<file path="src/rtl/mmu_cfg_regs.sv">
module mmu_cfg_regs #(
  parameter int DATA_W     = 32,
  parameter int SEL_W      = 4,
  parameter int CTRL_W     = 10,
  parameter int FIXED_BIT  = 6,
  parameter int ALIGN_BITS = 14,
  parameter int DOM_N      = 16
) (
  input  logic              clk,
  input  logic              rst_n,
  input  logic              wr_en,
  input  logic [SEL_W-1:0]  reg_sel,
  input  logic [DATA_W-1:0] wr_data,
  output logic [DATA_W-1:0] rd_data,
  input  logic              dabort,
  input  logic              pabort,
  input  logic [3:0]        abort_dom,
  input  logic [2:0]        abort_type,
  input  logic              abort_ext,
  input  logic [DATA_W-1:0] abort_va,
  output logic [CTRL_W-1:0] ctrl_flags,
  output logic [DATA_W-1:0] table_base,
  output logic [DATA_W-1:0] dom_perm,
  output logic              tlb_flush,
  output logic              tlb_purge,
  output logic [DATA_W-1:0] purge_va
);
  localparam int DOM_W = 2 * DOM_N;
  localparam int FSR_W = 8;
  localparam logic [SEL_W-1:0] SEL_CTRL = SEL_W'(1);
  localparam logic [SEL_W-1:0] SEL_BASE = SEL_W'(2);
  localparam logic [SEL_W-1:0] SEL_DOM  = SEL_W'(3);
  localparam logic [SEL_W-1:0] SEL_FSR  = SEL_W'(5);
  localparam logic [SEL_W-1:0] SEL_FAR  = SEL_W'(6);
  localparam logic [CTRL_W-1:0] FIX_MASK = CTRL_W'(1) << FIXED_BIT;

  logic [CTRL_W-1:0]          ctrl_q;
  logic [DATA_W-1:ALIGN_BITS] base_q;
  logic [DOM_W-1:0]           dom_q;
  logic [FSR_W-1:0]           fsr_q;
  logic [DATA_W-1:0]          far_q;
  logic                       flush_q, purge_q;
  logic [DATA_W-1:0]          pva_q;

  wire wr_ctrl = wr_en && (reg_sel == SEL_CTRL);
  wire wr_base = wr_en && (reg_sel == SEL_BASE);
  wire wr_dom  = wr_en && (reg_sel == SEL_DOM);
  wire wr_fsr  = wr_en && (reg_sel == SEL_FSR);
  wire wr_far  = wr_en && (reg_sel == SEL_FAR);
  wire [FSR_W-1:0] fsr_new = {abort_dom, abort_type, abort_ext};

  always_ff @(posedge clk or negedge rst_n) begin
    if (!rst_n) begin
      ctrl_q <= FIX_MASK;
      base_q <= '0;
      dom_q  <= '0;
    end else begin
      if (wr_ctrl) ctrl_q <= wr_data[CTRL_W-1:0] | FIX_MASK;
      if (wr_base) base_q <= wr_data[DATA_W-1:ALIGN_BITS];
      if (wr_dom)  dom_q  <= wr_data[DOM_W-1:0];
    end
  end

  always_ff @(posedge clk or negedge rst_n) begin
    if (!rst_n) begin
      fsr_q <= '0;
      far_q <= '0;
    end else if (dabort) begin
      fsr_q <= fsr_new;
      far_q <= abort_va;
    end
  end

  always_ff @(posedge clk or negedge rst_n) begin
    if (!rst_n) begin
      flush_q <= 1'b0;
      purge_q <= 1'b0;
      pva_q   <= '0;
    end else begin
      flush_q <= wr_fsr;
      purge_q <= wr_far;
      if (wr_far) pva_q <= wr_data;
    end
  end

  always_comb begin
    rd_data = '0;
    case (reg_sel)
      SEL_CTRL: rd_data[CTRL_W-1:0] = ctrl_q;
      SEL_BASE: rd_data = {base_q, {ALIGN_BITS{1'b0}}};
      SEL_DOM:  rd_data[DOM_W-1:0] = dom_q;
      SEL_FSR:  rd_data[FSR_W-1:0] = fsr_q;
      SEL_FAR:  rd_data = far_q;
      default:  rd_data = '0;
    endcase
  end

  assign ctrl_flags = ctrl_q;
  assign table_base = {base_q, {ALIGN_BITS{1'b0}}};
  assign dom_perm   = {{(DATA_W-DOM_W){1'b0}}, dom_q};
  assign tlb_flush  = flush_q;
  assign tlb_purge  = purge_q;
  assign purge_va   = pva_q;

  a_r2_fixed_bit: assert property (@(posedge clk) disable iff (!rst_n)
    wr_ctrl |=> ctrl_flags[FIXED_BIT]);
  a_r5_capture: assert property (@(posedge clk) disable iff (!rst_n)
    dabort |=> (fsr_q == $past(fsr_new)) && (far_q == $past(abort_va)));
  a_r6_hold: assert property (@(posedge clk) disable iff (!rst_n)
    !dabort |=> $stable(fsr_q) && $stable(far_q));
  a_r7_flush_src: assert property (@(posedge clk) disable iff (!rst_n)
    wr_fsr |=> tlb_flush);
  a_r8_purge_va: assert property (@(posedge clk) disable iff (!rst_n)
    wr_far |=> tlb_purge && (purge_va == $past(wr_data)));
  a_r9_no_strobe: assert property (@(posedge clk) disable iff (!rst_n)
    (!wr_fsr && !wr_far) |=> !tlb_flush && !tlb_purge);
endmodule

</file>
<file path="config.mk">
export PLATFORM = sky130hd
export DESIGN_NAME = mmu_cfg_regs
export DESIGN_NICKNAME = d
export VERILOG_FILES = /design/src/rtl/mmu_cfg_regs.sv
export SDC_FILE = /design/constraint.sdc
export NUM_CORES = 1
export LEC_CHECK = 0
export ABC_AREA = 0
export CORE_MARGIN = 2
export CORE_UTILIZATION = 48
export DETAILED_ROUTE_END_ITERATION = 10
export HOLD_SLACK_MARGIN = 0.02
export PLACE_DENSITY = 0.86
export SETUP_SLACK_MARGIN = 0.3
export SLEW_MARGIN = 20
export SYNTH_ARGS = -nofsm -noshare
export SYNTH_HDL_FRONTEND = slang
export SYNTH_SLANG_ARGS = --single-unit
</file>
<file path="constraint.sdc">
create_clock -name clk -period 2.9 [get_ports clk]
set_input_delay 0.58 -clock clk [delete_from_list [all_inputs] [get_ports clk]]
set_output_delay 0.58 -clock clk [all_outputs]
set_load 0.005 [all_outputs]
</file>
=== Yosys cells after proc, flatten, opt, wreduce, memory -nomap -nowiden ===
Cells that the tools add are included.

* Register bits: 133
* Input bits: 81
* Output and inout port bits: 140

* Eq/ne operators: 5
* Multiplexer cells: 3
* Reductions and logical operators: 5

{| class="wikitable"
|+ Operator list
! cell !! count
|-
| 22-bit one-hot mux with 3 select lines || 1
|-
| 8-bit one-hot mux with 4 select lines || 1
|-
| 4-bit by 2-bit equality test with 1-bit output, second input constant || 2
|-
| 4-bit by 3-bit equality test with 1-bit output, second input constant || 2
|-
| 2-bit one-hot mux with 3 select lines || 1
|-
| 1-bit logical AND || 5
|-
| 4-bit by 1-bit equality test with 1-bit output, second input constant || 1
|}

=== Longest topological paths before layout ===
Gate-level depths: netlist of run 1.

* Word-level depth: 2
* Depth in mapped cells: 6
* Mapped depth without buffers: 3

=== Worst setup path after synthesis of run 1 ===
OpenSTA, ideal clock, no wires.

* Kind: input-to-output
* From: input port reg_sel[2]
* To: output port rd_data[23]
* Arrival time: 1642 ps
* Data required time: 2320 ps
* Setup slack: 678 ps
* Cell stages on the path: 5
* Buffers on the path: 2
* Cell sequence: buf_2 and4bb_2 clkbuf_1 a222oi_1 inv_1

* Longest elaborated chain between the ends: 2
* Elaborated cells on any way between the ends: 4

{| class="wikitable"
|+ RTL lines
! element !! line !! text
|-
| start, declared || 12 || <nowiki>input logic [SEL_W-1:0] reg_sel,</nowiki>
|-
| 4-bit by 3-bit equality test with 1-bit output or 4-bit by 2-bit equality test with 1-bit output (tied branches) || 88 || <nowiki>case (reg_sel)</nowiki>
|-
| 22-bit one-hot mux with 3 select lines (*) || 88 ||
|-
| end, declared || 14 || <nowiki>output logic [DATA_W-1:0] rd_data,</nowiki>
|}

Every way passes the cells marked *; elsewhere a longest branch is shown, timed or not.

=== Final worst setup path of run 1 ===
* From: input port reg_sel[2]
* To: output port rd_data[4]

* Longest elaborated chain between the ends: 2
* Elaborated cells on any way between the ends: 5

{| class="wikitable"
|+ RTL lines
! element !! line
|-
| 4-bit by 3-bit equality test with 1-bit output, or another cell as far along || 88
|-
| 8-bit one-hot mux with 4 select lines (*) || 88
|}

Marks and branches as above.

==> results.cfg, run 1 <==
[yosys]
yosysMostFrequentCell = dfrtp_1
ys_seq_area_frac = 0.571
yosysTopAreaCellShare = 0.571
synth_flop_cell = dfrtp_1
ys_ff_latch = 133
syn_avg_cell_area_um2 = 15.0
yosysUniqueCellTypes = 31
yosysWarnings = 0
synth_top_cells_by_count = dfrtp_1 (133), mux2_2 (101), mux2_4 (29)
netlist_instances = 389
synth_area_leaders = dfrtp_1 (57%), mux2_2 (20%), mux2_4 (7.5%)
synth_area_leader_cell = dfrtp_1
synth_edf_count = 0
async_flop_share = 1.00
syn_area_um2 = 5830

[critical_path]
reg2reg_from = dom_perm[14]
crit_start = reg_sel[2]
crit_path_max_fanout = 7
worstPathArrival_ps = 1980
crit_type = in2out
critPathMaxStageDelay_ps = 280
critPathRequiredTime_ps = 2320
cp_top_family = buffers and inverters
crit_chain = clkdlybuf4s15_2 > and4bb_4 > bufbuf_16 > a22oi_1 > o21ai_1 > dlygate4sd2_1
critPathBufInv = 3
critPathSlowestCell = bufbuf_16
end_kind = output pin
crit_path_start_kind = input pin

[grt]
grt_use_total = 0.252
first_global_vias = 4698
grt_pass1_wl_um = 24900
overflow = 0
grt_max_degree = 69
antenna_found_initial = 0

[placement]
gp_congestion = 0.775
port_buffers = 204
dp_hpwl_um = 10700
dp.cells = 738

[floorplanning]
die_area_um2 = 13000
initial_utilization = 0.489
design.core.area_um2 = 11900
die_y_um = 114
die_x_um = 114
io_pins = 221
rows = 40

[cells_and_area]
final_nets = 701
regArea_um2 = 3330
drive_above_1_share = 0.346
n_fill_cell = 803
diodes = 0
area_growth_pct = 49.7
final_cells = 777
multi_input_area_um2 = 2230

[timing]
slew_violations = 0
fin_skew_ps = 0
final_hold_viol_count = 0
slew_headroom = 0.618
finalCritPeriodShare = 0.884
setup_viol = 0
rsz0062_at_grt = no
hold_ws_ps = 63.9
worst_slew_pin_slew_ps = 574
period_needed_ps = 2560
max_freq_mhz = 390

[cts]
h-tree-depth = 4
cts_tree = built
numCtsBuffers = 17
cts_root_buffer = clkbuf_16
path_clk_slew_ps = 50
clock-sinks = 133
worstSkewPairLatency_ps = 410
clock_path_buffers = 2
ctsHoldBuffers = 0

[worst_hold_path]
min_path_type = in2async

[detailed_routing]
drtAntennaViolNets = 0
route.vias.total = 4217
wire_per_inst_um = 20.0
via_per_inst = 5.43
wl_um = 15500
drc = 0
drt-initial-drc-count = 228
drt-pass1-iter-count = 6

[flow_run]
maxCapViolCount = 0

[power_and_ir_drop]
power.density_nw_per_um2 = 672
p_leak_nw = 3.98
power_w = 0.00586
max-vdd-ir-drop_v = 0.000502

[run_status]
outcome = complete, no violations
## placed cells by master (no fill, tap or decap), types with 4 or more instances in the layout
cell             instances
conb_1                  15
buf_4                   25
clkdlybuf4s15_1         10
buf_2                    4
dfrtp_1                133
a222oi_1                20
mux2_2                 101
clkinv_2                 4
buf_12                   8
clkbuf_2                 8
clkdlybuf4s50_1        166
inv_1                   21
a22o_1                   4
a22oi_1                 11
o21ai_0                  5
clkbuf_8                 4
dlygate4sd2_1           11
mux2_4                  29
clkbuf_16               17
## cells by family after synthesis
family | after synthesis | share of synthesized area
and+or+nand+nor | 16 | 0.0286
DFF | 133 | 0.571
AOI/OAI and AO/OA | 47 | 0.0664
buffers and inverters | 60 | 0.0606
muxes | 131 | 0.272
other | 2 | 0.00129
## power by group
group / switching [W] / total [W] / internal [W]
Combinational: 0.000420 / 0.00140 / 0.000975
Clock: 0.000741 / 0.00199 / 0.00125
Sequential: 0.000263 / 0.00248 / 0.00221
Total: 0.00142 / 0.00586 / 0.00444
## layer usage
| layer | routed length (um) | vias up | GRT usage |
|---|---|---|---|
| li1 | - | 1864 | - |
| met1 | 5880 | 2135 | 0.281 |
| met2 | 7950 | 194 | 0.431 |
| met3 | 1390 | 24 | 0.0979 |
| met4 | 315 | 0 | 0.108 |
| met5 | 0 | - | 0 |
## worst paths after layout
path	endpoint	cells after the start	slack, ps
setup / recovery	rd_data[4]	6	340
hold / removal	ctrl_flags[7]	1	60
setup reg to reg	dom_perm[14]	1	2090
hold reg to reg	far_q[11]	1	510
max in group asynchronous	far_q[23]	2	1990
min in group clk	far_q[11]	1	510
## cell type report
class                           instances  area share
Clock buffer                           24      0.0564
Multi-Input combinational cell        209       0.256
Timing Repair Buffer                  238       0.270
Sequential cell                       133       0.382
Clock inverter                          5     0.00574
Inverter                               21     0.00904
Tap cell                              147      0.0211
## what timing repair did
action | in CTS | in global routing
endpoints found under the setup margin | 32 | 25
cloned | 1 | 0
pin swaps | 18 | 19
buffers inserted | 7 | 2
resized for setup | 53 | 35
## registers in the layout, indices dropped and copies added (netlist names)
signal      cells
purge_va       32
far_q          32
base_q         18
dom_perm       32
tlb_flush       1
ctrl_flags      9
tlb_purge       1
fsr_q           8
## metrics by stage
| stage | area [um^2] | utilization | setup TNS (ps) | worst slack (ps) |
|---|---|---|---|---|
| 6_report | 8720 | 0.732 | 0 | 336 |
| 3_3_place_gp | 8090 | 0.679 | -3030 | -188 |
| 3_5_place_dp | 8090 | 0.679 | -4760 | -275 |
| 2_1_floorplan | 5870 | - | 0 | 678 |
| 5_1_grt | 8720 | 0.732 | 0 | 283 |
| 4_1_cts | 8720 | 0.732 | 0 | 275 |
No activity file was read; power rests on OpenSTA's default activity.
==> inputs of run 2 (changes only) <==
Settings changed: MAX_ROUTING_LAYER set to met4.
==> run 2 against run 1 <==
- fmax rose by 1.7%
- final cell count stayed put
- core utilization did not move
- final area unchanged
- clock-buffer cell count did not move
- power about the same
- via count stayed put
- sequential power is essentially flat
- critical path type unchanged
- largest cell class unchanged
==> results.cfg, run 2 (synthesized netlist as in run 1, its figures left out) <==
[critical_path]
crit_path_max_fanout = 7
crit_type = in2out
worstPathArrival_ps = 1940
r2r_slack_ps = 2090
end_kind = output pin
critPathMaxStageDelay_ps = 320
critPathSlowestCell = a222oi_1
critPathRequiredTime_ps = 2320
reg2regPathDepth = 1
crit_chain = clkdlybuf4s15_2 > and4bb_4 > bufbuf_16 > a222oi_1 > inv_1 > clkdlybuf4s15_1
crit_path_start_kind = input pin

[flow_run]
maxCapViolCount = 0

[cells_and_area]
final_cell_mix = clkdlybuf4s50_1 (166), dfrtp_1 (133), mux2_2 (101)
drive_above_1_share = 0.346
area_growth_pct = 49.7
mostFrequentLayoutCell = clkdlybuf4s50_1
utilization = 0.732
final_nets = 701
finalInstanceArea_um2 = 8720
diodes = 0
final_cells = 777

[detailed_routing]
wl_um = 15600
wire_per_inst_um = 20.0
route.vias.total = 4217
via_per_inst = 5.43
drc = 0
drtAntennaViolNets = 0
drt-pass1-iter-count = 5
drt-initial-drc-count = 227

[grt]
first_global_vias = 4700
grt_pass1_wl_um = 24800
antenna_found_initial = 0
grt_use_total = 0.260
overflow = 0
grt_max_degree = 69

[cts]
worstSkewPairLatency_ps = 410
h-tree-depth = 4
clock-sinks = 133
numCtsBuffers = 17
cts_tree = built
path_clk_slew_ps = 60
clock_path_buffers = 2
cts_root_buffer = clkbuf_16

[placement]
dpl-instance-area_um2 = 8090
dp.cells = 738
dp_hpwl_um = 10700
gp_congestion = 0.785
port_buffers = 204

[timing]
slew_violations = 0
fin_skew_ps = 0
period_needed_ps = 2520
rsz0062_at_grt = no
worst_slew_pin_slew_ps = 574
final_hold_viol_count = 0
finalCritPeriodShare = 0.869
slew_headroom = 0.617
max_freq_mhz = 397
setup_viol = 0
fin_tns_setup_ps = 0

[power_and_ir_drop]
p_leak_nw = 3.98
power_w = 0.00586
max-vdd-ir-drop_v = 0.000511
power.density_nw_per_um2 = 672

[floorplanning]
die_y_um = 114
initial_utilization = 0.489
die_area_um2 = 13000
rows = 40
design.core.area_um2 = 11900
die_x_um = 114
io_pins = 221

[run_status]
outcome = complete, no violations

[worst_hold_path]
min_path_type = in2async
run 2: cell counts in the layout (fill, tap and decap cells not counted):
No cell type changed its count.
run 2: power breakdown:
| part | leakage, nW | switching (W) | internal (W) |
|---|---|---|---|
| clock network | 0.272 | 0.000743 | 0.00125 |
| logic | 2.10 | 0.000420 | 0.000975 |
| registers | 1.61 | 0.000264 | 0.00221 |
run 2: cell type report:
class                      instances  area (um^2)
sequential                       133         3330
fill                             803         3190
timing repair buffer             238         2360
multi-input combinational        209         2230
clock buffer                      24          492
tap                              147          184
inverter                          21         78.8
clock inverter                     5         50.0
run 2: per-stage QoR:
step / setup WS [ps] / hold slack, ps
floorplan: 678 / 284
global placement: -188 / 490
detailed placement: -275 / 494
CTS: 275 / 56.8
global route: 283 / 82.3
finish: 379 / 63.1
run 2: per-layer routing:
metal / wire length (um) / track usage / part of all wire
met2: 7960 / 0.431 / 0.51
met5: 0 / - / 0
met1: 5930 / 0.288 / 0.38
met3: 1340 / 0.0879 / 0.086
met4: 333 / 0.108 / 0.021
run 2: worst max-delay path, delay by kind of cell:
| kind | cells | cell delay [ps] |
|---|---|---|
| compound gates | 1 | 320 |
| buf+inv | 4 | 790 |
| simple gates | 1 | 250 |
run 2: worst paths after layout:
path                               start             to
max reg2reg                ctrl_flags[2]  ctrl_flags[2]
min in group clk               far_q[14]      far_q[14]
min reg2reg                    far_q[14]      far_q[14]
max                           reg_sel[2]     rd_data[9]
min                                rst_n    dom_perm[3]
max in group asynchronous          rst_n      far_q[23]
run 2: what timing repair did:
action | 4_1_cts | 5_1_grt
gates resized for setup | 53 | 35
hold endpoints to repair | 0 | 0
setup endpoints to repair | 32 | 25
setup buffers | 7 | 2
hold buffers | 0 | 0
gates cloned | 1 | 0
pin swaps | 18 | 19
